==> config.mk <==
export PLATFORM = sky130hd
export DESIGN_NAME = flr_handshake_ctrl
export DESIGN_NICKNAME = d
export VERILOG_FILES = /design/src/rtl/flr_pkg.sv /design/src/rtl/flr_rst_sync.sv /design/src/rtl/flr_func_fsm.sv /design/src/rtl/flr_bank.sv /design/src/rtl/flr_handshake_ctrl.sv
export SDC_FILE = /design/constraint.sdc
export NUM_CORES = 1
export LEC_CHECK = 0
export BUFFER_PORTS_ARGS = -buffer_cell sky130_fd_sc_hd__clkbuf_2
export CELL_PAD_IN_SITES_DETAIL_PLACEMENT = 0
export CELL_PAD_IN_SITES_GLOBAL_PLACEMENT = 1
export CORE_ASPECT_RATIO = 1.1
export CORE_UTILIZATION = 50
export CTS_BUF_LIST = sky130_fd_sc_hd__clkbuf_2 sky130_fd_sc_hd__clkbuf_4 sky130_fd_sc_hd__clkbuf_8
export CTS_CLUSTER_DIAMETER = 200
export DETAILED_ROUTE_END_ITERATION = 12
export PLACE_DENSITY = 0.9
export REMOVE_ABC_BUFFERS = 1
export SLEW_MARGIN = 10
export SYNTH_ARGS = -nofsm -noshare
export SYNTH_HDL_FRONTEND = slang
export SYNTH_SLANG_ARGS = --single-unit
==> constraint.sdc <==
create_clock -name clk -period 15.75 [get_ports clk]
set_input_delay 0 -clock clk [delete_from_list [all_inputs] [get_ports clk]]
set_output_delay 0 -clock clk [all_outputs]
set_load 0.05 [all_outputs]
==> src/rtl/flr_pkg.sv <==
package flr_pkg;
  typedef enum logic [1:0] {
    FS_IDLE  = 2'd0,
    FS_HOLD  = 2'd1,
    FS_DRAIN = 2'd2,
    FS_ACK   = 2'd3
  } flr_state_e;
endpackage

==> src/rtl/flr_rst_sync.sv <==
module flr_rst_sync (
  input  logic clk,
  input  logic rst_n,
  output logic rst_sync_n
);
  logic [1:0] sync_q;

  always_ff @(posedge clk or negedge rst_n) begin
    if (!rst_n) sync_q <= 2'b00;
    else        sync_q <= {sync_q[0], 1'b1};
  end

  assign rst_sync_n = sync_q[1];
endmodule

==> src/rtl/flr_func_fsm.sv <==
module flr_func_fsm
  import flr_pkg::*;
#(
  parameter int unsigned MIN_RST_CYC  = 8,
  parameter int unsigned DEADLINE_CYC = 10_000_000
) (
  input  logic clk,
  input  logic rst_n,
  input  logic req,
  input  logic quiet,
  output logic func_rst,
  output logic done,
  output logic timeout
);
  localparam int unsigned HW = $clog2(MIN_RST_CYC + 1);
  localparam int unsigned DW = $clog2(DEADLINE_CYC + 1);

  flr_state_e state_q, state_d;
  logic          req_q;
  logic [HW-1:0] hold_q, hold_d;
  logic [DW-1:0] dl_q, dl_d;
  logic          tmo_q, tmo_set;
  logic          req_rise, in_rst, dl_hit, hold_end, hold_en, dl_en;

  assign req_rise = req & ~req_q;
  assign in_rst   = (state_q == FS_HOLD) || (state_q == FS_DRAIN);
  assign dl_hit   = in_rst && (dl_q == DW'(DEADLINE_CYC - 1));
  assign hold_end = (hold_q == HW'(MIN_RST_CYC - 1));

  always_comb begin
    state_d = state_q;
    tmo_set = 1'b0;
    unique case (state_q)
      FS_IDLE:  if (req_rise) state_d = FS_HOLD;
      FS_HOLD: begin
        if (!req)          state_d = FS_IDLE;
        else if (dl_hit) begin
          state_d = FS_ACK;
          tmo_set = 1'b1;
        end
        else if (hold_end) state_d = FS_DRAIN;
      end
      FS_DRAIN: begin
        if (!req)        state_d = FS_IDLE;
        else if (quiet)  state_d = FS_ACK;
        else if (dl_hit) begin
          state_d = FS_ACK;
          tmo_set = 1'b1;
        end
      end
      FS_ACK:   if (!req) state_d = FS_IDLE;
      default:  state_d = FS_IDLE;
    endcase
  end

  assign hold_en = (state_q == FS_HOLD) || (hold_q != '0);
  assign hold_d  = (state_q == FS_HOLD) ? hold_q + 1'b1 : '0;
  assign dl_en   = in_rst || (dl_q != '0);
  assign dl_d    = in_rst ? dl_q + 1'b1 : '0;

  always_ff @(posedge clk or negedge rst_n) begin
    if (!rst_n) begin
      state_q <= FS_IDLE;
      req_q   <= 1'b1;
      tmo_q   <= 1'b0;
    end else begin
      state_q <= state_d;
      req_q   <= req;
      if (tmo_set) tmo_q <= 1'b1;
    end
  end

  always_ff @(posedge clk or negedge rst_n) begin
    if (!rst_n) begin
      hold_q <= '0;
      dl_q   <= '0;
    end else begin
      if (hold_en) hold_q <= hold_d;
      if (dl_en)   dl_q   <= dl_d;
    end
  end

  assign func_rst = in_rst;
  assign done     = (state_q == FS_ACK);
  assign timeout  = tmo_q;

  // Checker-only run-length counter of the local reset
  logic [DW:0] rlen_q;
  always_ff @(posedge clk or negedge rst_n) begin
    if (!rst_n)        rlen_q <= '0;
    else if (func_rst) rlen_q <= rlen_q + 1'b1;
    else               rlen_q <= '0;
  end

  p_min_hold_r3: assert property (@(posedge clk) disable iff (!rst_n)
    ($fell(func_rst) && done) |-> (rlen_q > (DW+1)'(MIN_RST_CYC)));
  p_quiet_gate_r3: assert property (@(posedge clk) disable iff (!rst_n)
    ($fell(func_rst) && done && !$rose(timeout)) |-> ($past(quiet) || $past(dl_hit)));
  p_ack_clear_r4: assert property (@(posedge clk) disable iff (!rst_n)
    (done && !req) |=> !done);
  p_deadline_r5: assert property (@(posedge clk) disable iff (!rst_n)
    func_rst |-> (rlen_q < (DW+1)'(DEADLINE_CYC)));
  p_sticky_r5: assert property (@(posedge clk) disable iff (!rst_n)
    timeout |=> timeout);
  p_abort_r6: assert property (@(posedge clk) disable iff (!rst_n)
    (func_rst && !req) |=> (!func_rst && !done));
  p_exclusive_r9: assert property (@(posedge clk) disable iff (!rst_n)
    !(func_rst && done));

  initial begin
    a_cfg_r5: assert (DEADLINE_CYC > MIN_RST_CYC + 1 && MIN_RST_CYC >= 1);
  end
endmodule

==> src/rtl/flr_bank.sv <==
module flr_bank #(
  parameter int unsigned N_FUNC       = 2,
  parameter int unsigned MIN_RST_CYC  = 8,
  parameter int unsigned DEADLINE_CYC = 10_000_000
) (
  input  logic              clk,
  input  logic              rst_n,
  input  logic [N_FUNC-1:0] req,
  input  logic [N_FUNC-1:0] quiet,
  output logic [N_FUNC-1:0] func_rst,
  output logic [N_FUNC-1:0] done,
  output logic [N_FUNC-1:0] timeout
);
  for (genvar g = 0; g < N_FUNC; g++) begin : g_fn
    flr_func_fsm #(
      .MIN_RST_CYC (MIN_RST_CYC),
      .DEADLINE_CYC(DEADLINE_CYC)
    ) u_fsm (
      .clk     (clk),
      .rst_n   (rst_n),
      .req     (req[g]),
      .quiet   (quiet[g]),
      .func_rst(func_rst[g]),
      .done    (done[g]),
      .timeout (timeout[g])
    );
  end
endmodule

==> src/rtl/flr_handshake_ctrl.sv <==
module flr_handshake_ctrl #(
  parameter int unsigned NUM_PF       = 2,
  parameter int unsigned NUM_VF       = 4,
  parameter int unsigned MIN_RST_CYC  = 8,
  parameter int unsigned CLK_FREQ_HZ  = 100_000_000,
  parameter int unsigned DEADLINE_CYC = CLK_FREQ_HZ / 10
) (
  input  logic              clk,
  input  logic              rst_n,
  input  logic [NUM_PF-1:0] pf_flr_busy,
  input  logic [NUM_VF-1:0] vf_flr_busy,
  input  logic [NUM_PF-1:0] pf_idle_ok,
  input  logic [NUM_VF-1:0] vf_idle_ok,
  output logic [NUM_PF-1:0] pf_fn_rst,
  output logic [NUM_VF-1:0] vf_fn_rst,
  output logic [NUM_PF-1:0] pf_flr_ack,
  output logic [NUM_VF-1:0] vf_flr_ack,
  output logic [NUM_PF-1:0] pf_late,
  output logic [NUM_VF-1:0] vf_late
);
  logic rst_core_n;

  flr_rst_sync u_sync (
    .clk       (clk),
    .rst_n     (rst_n),
    .rst_sync_n(rst_core_n)
  );

  flr_bank #(
    .N_FUNC      (NUM_PF),
    .MIN_RST_CYC (MIN_RST_CYC),
    .DEADLINE_CYC(DEADLINE_CYC)
  ) u_pf (
    .clk     (clk),
    .rst_n   (rst_core_n),
    .req     (pf_flr_busy),
    .quiet   (pf_idle_ok),
    .func_rst(pf_fn_rst),
    .done    (pf_flr_ack),
    .timeout (pf_late)
  );

  flr_bank #(
    .N_FUNC      (NUM_VF),
    .MIN_RST_CYC (MIN_RST_CYC),
    .DEADLINE_CYC(DEADLINE_CYC)
  ) u_vf (
    .clk     (clk),
    .rst_n   (rst_core_n),
    .req     (vf_flr_busy),
    .quiet   (vf_idle_ok),
    .func_rst(vf_fn_rst),
    .done    (vf_flr_ack),
    .timeout (vf_late)
  );

  p_reset_quiet_r7: assert property (@(posedge clk)
    !rst_n |-> (pf_fn_rst == '0 && vf_fn_rst == '0 && pf_flr_ack == '0 &&
                vf_flr_ack == '0 && pf_late == '0 && vf_late == '0));
endmodule

# == Word level (Yosys, flattened, before mapping) ==
# Cells that the tools add are included.
# op_classes
addsub,12
mux,96
bitwise,12
n_eq_ne,54
n_reduce_logical,48
# ops
op,count
"adder 24 x 1 -> 24 bit, second input constant",6
"== test 24 bit, second input constant",6
two-way mux 24 bit,6
nonzero test 24 bit,6
two-way mux 2 bit,48
"!= test 4 bit, second input constant",12
case mux 2 bit (4 select lines),6
"adder 4 x 1 -> 4 bit, second input constant",6
"== test 2 bit, second input constant",12
"== test 4 x 3 -> 1 bit, second input constant",6
two-way mux 1 bit,24
two-way mux 4 bit,6
"!= test 2 bit, second input constant",12
AND reduction 4 bit,6
nonzero test 4 bit,6
logical OR 1 bit,18
"== test 2 x 1 -> 1 bit, second input constant",6
zero test 2 bit,6
case mux 1 bit (2 select lines),6
AND 1 bit,6
logical AND 1 bit,6
NOT 1 bit,6
# word_totals
register_bits,194
out_inout_bits,18
input_bits,14

# == Depth between registers and ports, before layout ==
# Gate-level depths: netlist (run 1).
# depth
word_depth,7
depth_mapped,8

# == Modules after synthesis ==
# A second synthesis (run 1) with hierarchy kept.
# hier_totals
hier_cells,1074
hier_area_um2,10452.5
# by_module_without_submodules
mod,cells_per_inst,instances,seq_area_each_um2,area_per_inst_um2
flr_func_fsm at u_pf.g_fn[0].u_fsm ...,177,5,802.0,1717.9
flr_func_fsm at u_vf.g_fn[0].u_fsm,186,1,802.0,1809.2
flr_rst_sync,3,1,50.0,53.8

# == Least setup slack after synthesis (run 1) ==
# No wires, ideal clock.
# synth_path
kind,register to register
from,reg u_pf.g_fn[0].u_fsm.dl_q[0]
to,reg u_pf.g_fn[0].u_fsm.state_q[0]
path_stages_with_launch,7
required_ps,15622
setup_time_ps,128
synth_period_minus_slack_ps,2117
setup_slack_ps,13633
t_arrival_ps,1989
cell_sequence,dfrtp_1 > ha_1 > nand3_1 > or2_1 > or4_4 > a31oi_2 > mux2_1
# synth_between
elab_chain_len,5
# synth_rtl
item,line,text
"start, declared",flr_func_fsm.sv:21,"logic [DW-1:0] dl_q, dl_d;"
"start signal, assigned",flr_func_fsm.sv:79,if (dl_en) dl_q <= dl_d;
== test 24 bit *,flr_func_fsm.sv:27,assign dl_hit = in_rst && (dl_q == DW'(DEADLINE_CYC - 1));
logical AND 1 bit *,flr_func_fsm.sv:27,
two-way mux 2 bit,flr_func_fsm.sv:37,else if (dl_hit) begin
two-way mux 2 bit,flr_func_fsm.sv:36,if (!req) state_d = FS_IDLE;
case mux 2 bit (4 select lines),flr_func_fsm.sv:33,unique case (state_q)
"end signal, assigned",flr_func_fsm.sv:67,state_q <= state_d;
"end, declared",flr_func_fsm.sv:18,"flr_state_e state_q, state_d;"
# Mark *: on every way between the ends. The rest lies on a longest branch, timed or not.
# A chain may end at the register's enable or synchronous reset.

# == Worst setup path after layout (run 1) ==
# layout_path
from,reg u_pf.g_fn[1].u_fsm.state_q[0]
to,reg u_pf.g_fn[1].u_fsm.state_q[0]
# layout_between
elab_chain_len,6
# layout_rtl
item,line,text
"start, declared",flr_func_fsm.sv:18,
"start signal, assigned",flr_func_fsm.sv:67,
== test 2 x 1 -> 1 bit or == test 2 bit (tied branches),"flr_func_fsm.sv:26, flr_func_fsm.sv:33",
logical OR 1 bit,flr_func_fsm.sv:26,assign in_rst = (state_q == FS_HOLD) || (state_q == FS_DRAIN);
logical AND 1 bit,flr_func_fsm.sv:27,
two-way mux 2 bit,flr_func_fsm.sv:37,
two-way mux 2 bit,flr_func_fsm.sv:36,
case mux 2 bit (4 select lines),flr_func_fsm.sv:33,
# Parallel ways exist; a longest one is shown, timed or not.

==> results of run 1 <==
==> logic make-up (layout without fill, tap and decap cells) <==
group	count (synthesis)	after routing	synth area share
mux	17	17	0.0163
flops	194	194	0.440
other cells	1	1	0.000339
compound gates	130	130	0.0749
fa+ha+maj	54	54	0.0611
buf+inv	124	143	0.0494
xor+xnor	115	115	0.0911
simple gates	528	528	0.267
==> power breakdown <==
group,internal (mW),total (mW),switching (mW)
registers,0.558,0.626,0.0689
clock network,0.133,0.307,0.174
logic,0.210,0.554,0.344
==> critical path, cell delays in order, from the launching register on <==
cell,delay (ns)
dfrtp_1,0.42
inv_1,0.10
ha_1,0.78
nand4_1,0.16
or4_4,0.51
a31oi_4,0.21
mux2_1,0.35
==> metal layers <==
metal / global-route usage / wire [µm]
met5: 0 / 0
met4: 0.0684 / 247
met3: 0.0381 / 460
met2: 0.318 / 9520
met1: 0.252 / 9600
==> worst max path at each step <==
| stage | startpoint | endpoint | slack [ns] | cells past startpoint |
|---|---|---|---|---|
| CTS | u_sync.sync_q[1] | u_vf.g_fn[3].u_fsm.dl_q[17] | 12.97 | 2 |
| global route | u_sync.sync_q[1] | u_vf.g_fn[1].u_fsm.hold_q[2] | 12.65 | 2 |
| floorplan | u_sync.sync_q[1] | u_pf.g_fn[0].u_fsm.dl_q[0] | 9.95 | 0 |
| detailed placement | u_sync.sync_q[1] | u_vf.g_fn[1].u_fsm.dl_q[12] | 12.97 | 2 |
| finish | u_pf.g_fn[1].u_fsm.state_q[0] | u_pf.g_fn[1].u_fsm.state_q[0] | 13.10 | 6 |
| global placement | u_sync.sync_q[1] | u_vf.g_fn[1].u_fsm.dl_q[12] | 13.00 | 2 |
==> sequential cells by signal (all words and copies together) (netlist names) <==
name / flops
u_pf.g_fn.u_fsm.dl_q: 48
u_pf.g_fn.u_fsm.hold_q: 8
u_pf.g_fn.u_fsm.req_q: 2
u_pf.g_fn.u_fsm.state_q: 4
u_pf.g_fn.u_fsm.timeout: 2
u_sync.sync_q: 2
u_vf.g_fn.u_fsm.dl_q: 96
u_vf.g_fn.u_fsm.hold_q: 16
u_vf.g_fn.u_fsm.req_q: 4
u_vf.g_fn.u_fsm.state_q: 8
u_vf.g_fn.u_fsm.timeout: 4
==> per-stage QoR <==
stage	setup slack (ns)	power, mW	std cells	util
2_1_floorplan	9.95	1.06	1103	-
3_3_place_gp	13.00	1.18	1426	0.525
4_1_cts	12.97	1.51	1472	0.548
5_1_grt	12.65	1.61	1472	0.548
3_5_place_dp	12.97	1.19	1426	0.525
6_report	13.10	1.49	1472	0.548
==> layout make-up <==
| cell class | instances | area share |
|---|---|---|
| Multi-Input combinational cell | 845 | 0.479 |
| Sequential cell | 194 | 0.412 |
| Tap cell | 290 | 0.0308 |
| Timing Repair Buffer | 47 | 0.0263 |
| Clock buffer | 20 | 0.0223 |
| Inverter | 64 | 0.0204 |
| Clock inverter | 12 | 0.00933 |
==> what timing repair did <==
action | in CTS | in global routing
gates resized for setup | 0 | 0
hold buffers | 14 | 0
hold endpoints to repair | 26 | 0
==> layout by cell type, fill, tap and decap left out, types with 18 or more instances in the layout <==
| cell type | netlist | routed |
|---|---|---|
| clkbuf_2 | 1 | 31 |
| nor3_1 | 23 | 23 |
| nand4_1 | 47 | 47 |
| nand2_1 | 83 | 83 |
| nand3_1 | 78 | 78 |
| or3_1 | 18 | 18 |
| ha_1 | 54 | 54 |
| and3_1 | 19 | 19 |
| o21ai_0 | 61 | 61 |
| xnor2_1 | 64 | 64 |
| nor4_1 | 33 | 33 |
| xor2_1 | 51 | 51 |
| and2_1 | 89 | 89 |
| nor2_1 | 66 | 66 |
| dfrtp_1 | 188 | 187 |
| inv_1 | 64 | 64 |
| clkbuf_8 | 0 | 18 |
==> summary.md, run 1 <==
| Metric | Value |
|---|---|
| R2r endpoint | u_pf.g_fn[1].u_fsm.state_q[0] |
| Final period utilization | 0.168 |
| Layout area overhead | 6.74% |
| CP startpoint kind | register |
| Post-CTS Setup Bufs | 0 |
| Max FO, Critical Path | 30 |
| Mapped Cells | between 1000 and 1500 |
| TritonCTS clock tree | built |
| Critical path data arrival time | about 3 ns |
| Final ANT Viol Nets | 0 |
| I/O Buffers | 31 |
| Vias in the first global route | 7828 |
| 1st-pass router iterations | 4 |
| Overall Global Routing Usage | 0.193 |
| Top FF cell, synth | dfrtp_1 |
| Clock slew at reported path FFs | 0.10 ns |
| IO Pins | 32 |
| DP HPWL | 13400 µm |
| Total gr overflow | 0 |
| Worst Hold Launch | vf_flr_busy[3] |
| First-pass GRT wire length | approximately 36000 µm |
| Worst slew pin tran | 1.00 ns |
| FF-to-FF setup slack | between 10 and 15 ns |
| VDD IR max | just under 60 µV |
| Largest area contributor in the netlist | dfrtp_1 |
| Initial Utilization | 0.514 |
| Post-route minimum period | between 2 and 3 ns |
| Synthesis-stage register bit count | 194 |
| Ys async rst share | 1.00 |
| Site row count | 56 |
| Worst skew pair latency | between 0.4 and 0.5 ns |
| Syn. warnings | 0 |
| Endpoints failing hold | 0 |
| Via count | 8009 |
| DRT Wirelength | 19800 µm |
| Max Cap Viol | 0 |
| Initial antenna violation count | 0 |
| Library cells used by synthesis | roughly 60 |
| Ranking of synthesized cells by area | dfrtp_1 43%, ha_1 6.1%, xnor2_1 5.1% |
| Clock skew | 0.0139 ns |
| Setup crit end kind | register |
| DR iter-0 viols | 389 |
| N_diodes | 0 |
| Pwr/cell area | between 100 and 150 nW/µm² |
| Num CTS Buffers | 17 |
| Setup TNS | 0 ns |
| Die Wd | between 100 and 150 µm |
| Share of the synthesized area in the top cell type | 0.426 |
| Pleak | 5.28 nW |
| CTS HTree Levels | 4 |
| Worst-case reg-to-reg path depth | 6 |
| Max Fclk | ~380 MHz |
| Top-count cell post-synth | dfrtp_1 |
| DRC violations left | 0 |
| Clock buffer depth | 2 |
| Hold Slack | 0.236 ns |
| Worst r2r src | u_pf.g_fn[1].u_fsm.state_q[0] |
| Top cells by count, synth | 188 x dfrtp_1, 89 x and2_1, 83 x nand2_1 |
| Crit path kind | reg -> reg |
| Register Area | 4870 µm² |
| Max-slew headroom | 0.334 |
| Root Driver | clkbuf_8 |
| Avg WL per Cell | 13.5 µm |
| Gpl congestion | roughly 0.83 |
| Avg Inst Size Synth | about 9.5 µm² |
| Number of synthesized flops with an enable pin | 0 |
| RSZ-0062 raised after global routing | false |
| Post-DP Area | about 11000 µm² |
| Final setup violation count | 0 |
| Clock sink total | roughly 190 |
| Min-Delay Path Class | in -> reg |
| Max-slew violation count | 0 |
| Worst EP required | about 16 ns |
| Placeable Area | ~22000 µm² |
| Hold Path End | u_vf.g_fn[3].u_fsm.req_q |
| Share of layout cells above drive strength 1 | 0.0804 |
| DIE AREA | between 20000 and 25000 µm² |
| FILL cells | 1949 |
| Area occupied by multi-input gates | about 5600 µm² |
| Final net count | roughly 1200 |
| Largest net degree at the start of global routing | between 80 and 90 |
| Fin area | around 12000 µm² |
| Vias per cell | around 5.4 |
| Post-synthesis sequential area ratio | 0.440 |
| Outcome | finished clean |
| Synth Cell Area | 11100 µm² |
| Worst Hold Path Cells | 2 |
| Die Y | about 160 µm |
(Power assumes the default switching activity.)
==> run 2: changes to the inputs <==
--- a/config.mk
+++ b/config.mk
@@ -9,11 +9,11 @@
 export CELL_PAD_IN_SITES_DETAIL_PLACEMENT = 0
 export CELL_PAD_IN_SITES_GLOBAL_PLACEMENT = 1
 export CORE_ASPECT_RATIO = 1.1
-export CORE_UTILIZATION = 50
+export CORE_UTILIZATION = 46
 export CTS_BUF_LIST = sky130_fd_sc_hd__clkbuf_2 sky130_fd_sc_hd__clkbuf_4 sky130_fd_sc_hd__clkbuf_8
 export CTS_CLUSTER_DIAMETER = 200
 export DETAILED_ROUTE_END_ITERATION = 12
-export PLACE_DENSITY = 0.9
+export PLACE_DENSITY = 0.87
 export REMOVE_ABC_BUFFERS = 1
 export SLEW_MARGIN = 10
 export SYNTH_ARGS = -nofsm -noshare
==> constraint.sdc (replaced) <==
create_clock -name clk -period 2.2 [get_ports clk]
set_input_delay 0 -clock clk [delete_from_list [all_inputs] [get_ports clk]]
set_output_delay 0 -clock clk [all_outputs]
set_load 0.05 [all_outputs]
==> run 2 against run 1 <==
- fmax increased by 26%
- utilization decreased by 3.1 points
- final area increased by 3.6%
- die area increased by 8.6%
- non-clock buffer count increased by 41
- register-to-register slack got worse by 13 ns
- via count increased by 3.6%
- power increased to 7.5 times the previous value
- clock-buffer cell count decreased by 3
- first-iteration DRC count increased by 16%
- final cell count increased by 3.7%
- setup slack got worse by 13 ns
- critical path type unchanged
==> summary.md, run 2 (synthesized netlist as in run 1, its figures left out) <==
| Metric | Value |
|---|---|
| Outcome | finished clean |
| CP max stage delay | 0.56 ns (-0.22 ns) |
| Worst path bufs/invs | 1 (unchanged) |
| WP depth | 6 (unchanged) |
| Vias in the first global route | 8138 (+4.0%) |
| Endpoints failing hold | 0 (unchanged) |
| CTS HTree Levels | 4 (unchanged) |
| I/O Buffers | 31 (unchanged) |
| Max Cap Viol | 0 (unchanged) |
| Initial Utilization | 0.468 (-0.0459) |
| Dpl ws | 0.0385 ns (-12.93 ns) |
| Most frequent cells in the layout | 186 x dfrtp_1, 89 x and2_1, 83 x nand2_1, 78 x nand3_1, 65 x nor2_1 |
| Setup crit end kind | register |
| CP top delay family | simple AND/OR/NAND/NOR gates |
| Via count | 8299 (+3.6%) |
| First-pass GRT wire length | 37500 µm (+5.0%) |
| Final period utilization | 0.954 (+0.786) |
| DR iter-0 viols | 452 (+16%) |
| Clock sink total | 194 (unchanged) |
| Max FO, Critical Path | 4 (-87%) |
| DP HPWL | 15000 µm (+12%) |
| DIE AREA | 24700 µm² (+8.6%) |
| Worst-case reg-to-reg path depth | 6 (unchanged) |
| Min-Delay Path Class | reg -> async |
| Num CTS Buffers | 17 (unchanged) |
| Worst r2r src | u_pf.g_fn[0].u_fsm.state_q[0] |
| Placed Cells | 1481 (+3.9%) |
| R2r endpoint | u_pf.g_fn[0].u_fsm.state_q[0] |
| Routed metal-1 wirelength | 9970 µm (+3.8%) |
| FILL cells | 2183 (+12%) |
| Overall Global Routing Usage | 0.185 (-0.00767) |
| Reg with most FFs | u_vf.g_fn.u_fsm.dl_q |
| VDD IR max | 524 µV (+800%) |
| Clock buffer depth | 2 (unchanged) |
| RSZ-0062 raised after global routing | false |
| Placeable Area | 23600 µm² (+9.8%) |
| FF-to-FF setup slack | 0.10 ns (-13.00 ns) |
| Root Driver | clkbuf_8 |
| Share of layout cells above drive strength 1 | 0.118 (+0.0375) |
| Max Fclk | 477 MHz (+26%) |
| Die Y | 165 µm (+4.2%) |
| Total gr overflow | 0 (unchanged) |
| CP startpoint kind | register |
| TritonCTS clock tree | built |
| DR top layer | met4 |
| Worst-path cell chain | inv_1, ha_1, nand4_1, or4_4, a31oi_4, mux2_1 |
| Max-slew violation count | 0 (unchanged) |
| Layout area overhead | 10.5% |
| Crit path kind | reg -> reg |
| DRT Wirelength | 21400 µm (+7.7%) |
| Initial antenna violation count | 0 (unchanged) |
| Pwr/cell area | 911 nW/µm² (+620%) |
| Avg WL per Cell | 14.0 µm (+3.8%) |
| Final setup violation count | 0 (unchanged) |
| Die Wd | 150 µm (+4.2%) |
| Pleak | 5.52 nW (+4.5%) |
| Gpl congestion | 0.825 (-0.88%) |
| Setup slack after layout | 0.102 ns (-13.00 ns) |
| DR WL met3 | 532 µm (+16%) |
| Largest net degree at the start of global routing | 64 (-21%) |
| Fin cells | 1527 (+3.7%) |
| Worst skew pair latency | 0.49 ns (+0.02 ns) |
| DRC violations left | 0 (unchanged) |
| Critical-path top delay cell | or4_4 |
| N_diodes | 0 (unchanged) |
| IO Pins | 32 (unchanged) |
| Clock skew | 0.0291 ns (+0.0153 ns) |
| Met2 wire length | 10600 µm (+11%) |
| Max FFs per register | 96 (unchanged) |
| Worst slew pin tran | 0.582 ns (-0.418 ns) |
| Max-slew headroom | 0.612 (+0.278) |
| Final ANT Viol Nets | 0 (unchanged) |
| Critical path data arrival time | 2.45 ns (-0.55 ns) |
| Vias per cell | 5.43 (-0.11%) |
| Top Registers | u_vf.g_fn.u_fsm.dl_q x96, u_pf.g_fn.u_fsm.dl_q x48, u_vf.g_fn.u_fsm.hold_q x16 |
| Clock slew at reported path FFs | 0.09 ns (about the same) |
| Site row count | 59 (+5.4%) |
| Commonest non-fill, non-tap cell in the layout | dfrtp_1 |
| Worst EP required | 2.55 ns (-13.55 ns) |
| Final net count | 1278 (+3.3%) |
| Post-route minimum period | 2.10 ns (-0.551 ns) |
| 1st-pass router iterations | 8 (+4) |
## run 2: layout make-up
cell class	count	area (µm²)	share of cell area
clock buffers	17	234	0.0191
inverters	64	240	0.0197
multi-input cells	845	5710	0.467
well taps	305	382	0.0312
repair buffers	88	643	0.0526
clock inverters	14	144	0.0118
flip-flops and latches	194	4870	0.398
## run 2: worst max-delay path by stage
stage	start	to	slack, ns
3_5_place_dp	u_pf.g_fn[0].u_fsm.dl_q[7]	u_pf.g_fn[0].u_fsm.state_q[0]	0.04
5_1_grt	u_pf.g_fn[0].u_fsm.dl_q[7]	u_pf.g_fn[0].u_fsm.state_q[0]	0.01
4_1_cts	u_pf.g_fn[0].u_fsm.dl_q[7]	u_pf.g_fn[0].u_fsm.state_q[0]	0.02
3_3_place_gp	u_pf.g_fn[0].u_fsm.dl_q[7]	u_pf.g_fn[0].u_fsm.state_q[0]	0.11
6_report	u_pf.g_fn[0].u_fsm.state_q[0]	u_pf.g_fn[0].u_fsm.state_q[0]	0.10
2_1_floorplan	u_sync.sync_q[1]	u_pf.g_fn[0].u_fsm.dl_q[0]	-3.60
## run 2: stage by stage
step / hold WS [ns] / setup TNS [ns] / utilization / area, µm² / total power, mW
final: 0.155 / 0 / 0.517 / 12200 / 11.1
after global routing: 0.169 / 0 / 0.517 / 12200 / 12.0
after CTS: 0.160 / 0 / 0.514 / 12100 / 11.2
after detailed placement: -0.209 / 0 / 0.492 / 11600 / 8.88
after global placement: -0.215 / 0 / 0.492 / 11600 / 8.77
after floorplan: -0.296 / -682.60 / - / 10700 / 7.56
## run 2: per-layer routing
layer  global-route usage  vias to the layer above
met5                    0                        -
met2                0.316                      105
li1                     -                     4100
met1                0.242                     4067
met4               0.0537                        0
met3               0.0290                       27
## run 2: worst register-to-register path: cells and delay by family, from the launching register on
kind	cells	cell delay, ns
fa+ha+maj	1	0.31
compound gates	1	0.18
mux	1	0.34
flops	1	0.40
buf+inv	1	0.10
simple gates	2	0.66
## run 2: timing repair
item,4_1_cts,5_1_grt
hold buffers,14,0
buffers inserted,0,1
endpoints found under the setup margin,0,8
resized for setup,0,11
hold endpoints to repair,26,0
## run 2: report_power, final
| part | switching, mW | internal, mW | total (mW) |
|---|---|---|---|
| Sequential | 0.481 | 3.99 | 4.47 |
| Combinational | 2.60 | 1.78 | 4.38 |
| Clock | 1.34 | 0.931 | 2.28 |
| Total | 4.42 | 6.71 | 11.1 |
==> run 3: changes to the inputs <==
--- a/config.mk
+++ b/config.mk
@@ -9,11 +9,12 @@
 export CELL_PAD_IN_SITES_DETAIL_PLACEMENT = 0
 export CELL_PAD_IN_SITES_GLOBAL_PLACEMENT = 1
 export CORE_ASPECT_RATIO = 1.1
-export CORE_UTILIZATION = 46
+export CORE_UTILIZATION = 50
 export CTS_BUF_LIST = sky130_fd_sc_hd__clkbuf_2 sky130_fd_sc_hd__clkbuf_4 sky130_fd_sc_hd__clkbuf_8
 export CTS_CLUSTER_DIAMETER = 200
 export DETAILED_ROUTE_END_ITERATION = 12
-export PLACE_DENSITY = 0.87
+export MAX_ROUTING_LAYER = met4
+export PLACE_DENSITY = 0.9
 export REMOVE_ABC_BUFFERS = 1
 export SLEW_MARGIN = 10
 export SYNTH_ARGS = -nofsm -noshare
==> constraint.sdc (replaced) <==
create_clock -name clk -period 2.6 [get_ports clk]
set_input_delay 0 -clock clk [delete_from_list [all_inputs] [get_ports clk]]
set_output_delay 0 -clock clk [all_outputs]
set_load 0.05 [all_outputs]
==> run 3 against run 2 <==
- fmax down 8.9%
- clock power down 12%
- sequential share of layout area up 0.86 points
- die area down 7.9%
- largest power group unchanged
==> summary.md, run 3 (synthesized netlist as in run 1, its figures left out) <==
| Metric | Value |
|---|---|
| Fin util | 0.556 (+0.0387) |
| Worst-case reg-to-reg path depth | 6 (unchanged) |
| Max FFs per register | 96 (unchanged) |
| Layout area overhead | 8.20% |
| Initial antenna violation count | 0 (unchanged) |
| Endpoints failing hold | 0 (unchanged) |
| Final setup violation count | 0 (unchanged) |
| Setup TNS | 0 ns (unchanged) |
| Commonest non-fill, non-tap cell in the layout | dfrtp_1 |
| Top Registers | u_vf.g_fn.u_fsm.dl_q x96, u_pf.g_fn.u_fsm.dl_q x48, u_vf.g_fn.u_fsm.hold_q x16 |
| I/O Buffers | 31 (unchanged) |
| Max Cap Viol | 0 (unchanged) |
| IO Pins | 32 (unchanged) |
| Worst EP required | 2.95 ns (+0.40 ns) |
| Clock sink total | 194 (unchanged) |
| Final ANT Viol Nets | 0 (unchanged) |
| Placed Cells | 1439 (-2.8%) |
| Final net count | 1250 (-2.2%) |
| First-pass GRT wire length | 35800 µm (-4.4%) |
| Vias in the first global route | 7771 (-4.5%) |
| Outcome | finished clean |
| DRT Wirelength | 20400 µm (-4.4%) |
| TritonCTS clock tree | built |
| Post-DP Area | 11400 µm² (-1.9%) |
| Gpl congestion | 0.870 (+5.5%) |
| VDD IR max | 312 µV (-40%) |
| Avg WL per Cell | 13.7 µm (-1.7%) |
| Setup slack after layout | 0.295 ns (+0.194 ns) |
| FF-to-FF setup slack | 0.30 ns (+0.19 ns) |
| Final period utilization | 0.886 (-0.0675) |
| DIE AREA | 22700 µm² (-7.9%) |
| 1st-pass router iterations | 5 (-3) |
| DRC violations left | 0 (unchanged) |
| Dpl ws | 0.329 ns (+0.291 ns) |
| Vias per cell | 5.44 (+0.11%) |
| Placeable Area | 21500 µm² (-8.9%) |
| Fin area | 12000 µm² (-2.1%) |
| Min-Delay Path Class | reg -> async |
| Share of layout cells above drive strength 1 | 0.0904 (-0.0275) |
| Worst slew pin tran | 0.709 ns (+0.127 ns) |
| Max-slew violation count | 0 (unchanged) |
| FILL cells | 1913 (-12%) |
| Final Power | 9.29 mW (-17%) |
| Worst skew pair latency | 0.47 ns (-0.02 ns) |
| Pleak | 5.37 nW (-2.8%) |
| CTS HTree Levels | 4 (unchanged) |
| Num CTS Buffers | 17 (unchanged) |
| Critical path data arrival time | 2.66 ns (+0.21 ns) |
| Max-slew headroom | 0.527 (-0.0854) |
| DR iter-0 viols | 453 (+0.22%) |
| Max Fclk | 434 MHz (-8.9%) |
| Post-CTS resize count | 0 (unchanged) |
| Via count | 8080 (-2.6%) |
| Clock slew at reported path FFs | 0.10 ns (about the same) |
| Fin cells | 1485 (-2.8%) |
| Die Y | 158 µm (-4.0%) |
| RSZ-0062 raised after global routing | false |
| CP startpoint kind | register |
| Most frequent cells in the layout | 187 x dfrtp_1, 89 x and2_1, 83 x nand2_1, 78 x nand3_1, 66 x nor2_1 |
| Clock buffer depth | 2 (unchanged) |
| N_diodes | 0 (unchanged) |
| Critical-path top delay cell | or4_4 |
| Die Wd | 144 µm (-4.0%) |
| Crit path kind | reg -> reg |
| Clock skew | 0.0171 ns (-0.0120 ns) |
| Reg with most FFs | u_vf.g_fn.u_fsm.dl_q |
| Area occupied by multi-input gates | 5650 µm² (-1.1%) |
| Worst-path cell chain | ha_1, nand3_1, or2_1, or4_4, a31oi_2, mux2_1 |
| Hold Slack | 0.200 ns (+0.0454 ns) |
| Pwr/cell area | 777 nW/µm² (-15%) |
| Setup crit end kind | register |
| Overall Global Routing Usage | 0.201 (+0.0154) |
| Register Area | 4870 µm² (about the same) |
| Total gr overflow | 0 (unchanged) |
| Initial Utilization | 0.514 (+0.0459) |
| Site row count | 56 (-5.1%) |
| Largest net degree at the start of global routing | 72 (+13%) |
| Post-route minimum period | 2.30 ns (+0.206 ns) |
| Max FO, Critical Path | 6 (+2) |
| CP max stage delay | 0.53 ns (-0.03 ns) |
| Root Driver | clkbuf_8 |
| DP HPWL | 14300 µm (-5.1%) |
run 3: changes by cell type in the layout (fill, tap and decap cells not counted), moves of 2 or more:
cell	delta
buf_4	-28
clkinvlp_4	+4
inv_6	-4
nor4_1	+3
clkbuf_8	+2
ha_1	+2
inv_8	-2
nor4_2	-2
run 3: area by class of cell:
class	count	share of cell area
Inverter	64	0.0201
Clock inverter	13	0.0126
Sequential cell	194	0.407
Clock buffer	19	0.0219
Tap cell	290	0.0303
Multi-Input combinational cell	845	0.472
Timing Repair Buffer	60	0.0362
run 3: layer usage:
layer,global-route usage,share of wire
met5,-,0
met1,0.258,0.48
met2,0.329,0.49
met4,0.0618,0.012
met3,0.0263,0.020
run 3: critical path, delay by kind of cell, from the launching register on:
family | cells | cell delay [ns]
AO/OA/AOI/OAI | 1 | 0.23
adder cells (fa/ha/maj) | 1 | 0.23
flip-flops | 1 | 0.44
multiplexers | 1 | 0.34
AND/OR/NAND/NOR | 3 | 0.94
run 3: final timing paths:
kind / startpoint / endpoint
max: u_pf.g_fn[0].u_fsm.dl_q[0] / u_pf.g_fn[0].u_fsm.state_q[0]
min in group clk: vf_flr_busy[2] / u_vf.g_fn[2].u_fsm.req_q
min reg2reg: u_sync.sync_q[1] / u_pf.g_fn[0].u_fsm.dl_q[17]
max reg2reg: u_pf.g_fn[0].u_fsm.dl_q[0] / u_pf.g_fn[0].u_fsm.state_q[0]
max in group asynchronous: u_sync.sync_q[1] / u_vf.g_fn[1].u_fsm.req_q
min: u_sync.sync_q[1] / u_pf.g_fn[0].u_fsm.dl_q[17]
run 3: report_power, final:
part           total (mW)  internal, mW  switching [mW]  leakage, nW
clock                2.00         0.918            1.08        0.192
combinational        3.50          1.37            2.13         2.55
sequential           3.79          3.38           0.411         2.62
run 3: repair_timing:
item | 4_1_cts | 5_1_grt
endpoints found under the setup margin | 0 | 0
hold buffers | 14 | 0
endpoints found under the hold margin | 24 | 0
buffers inserted | 0 | 0
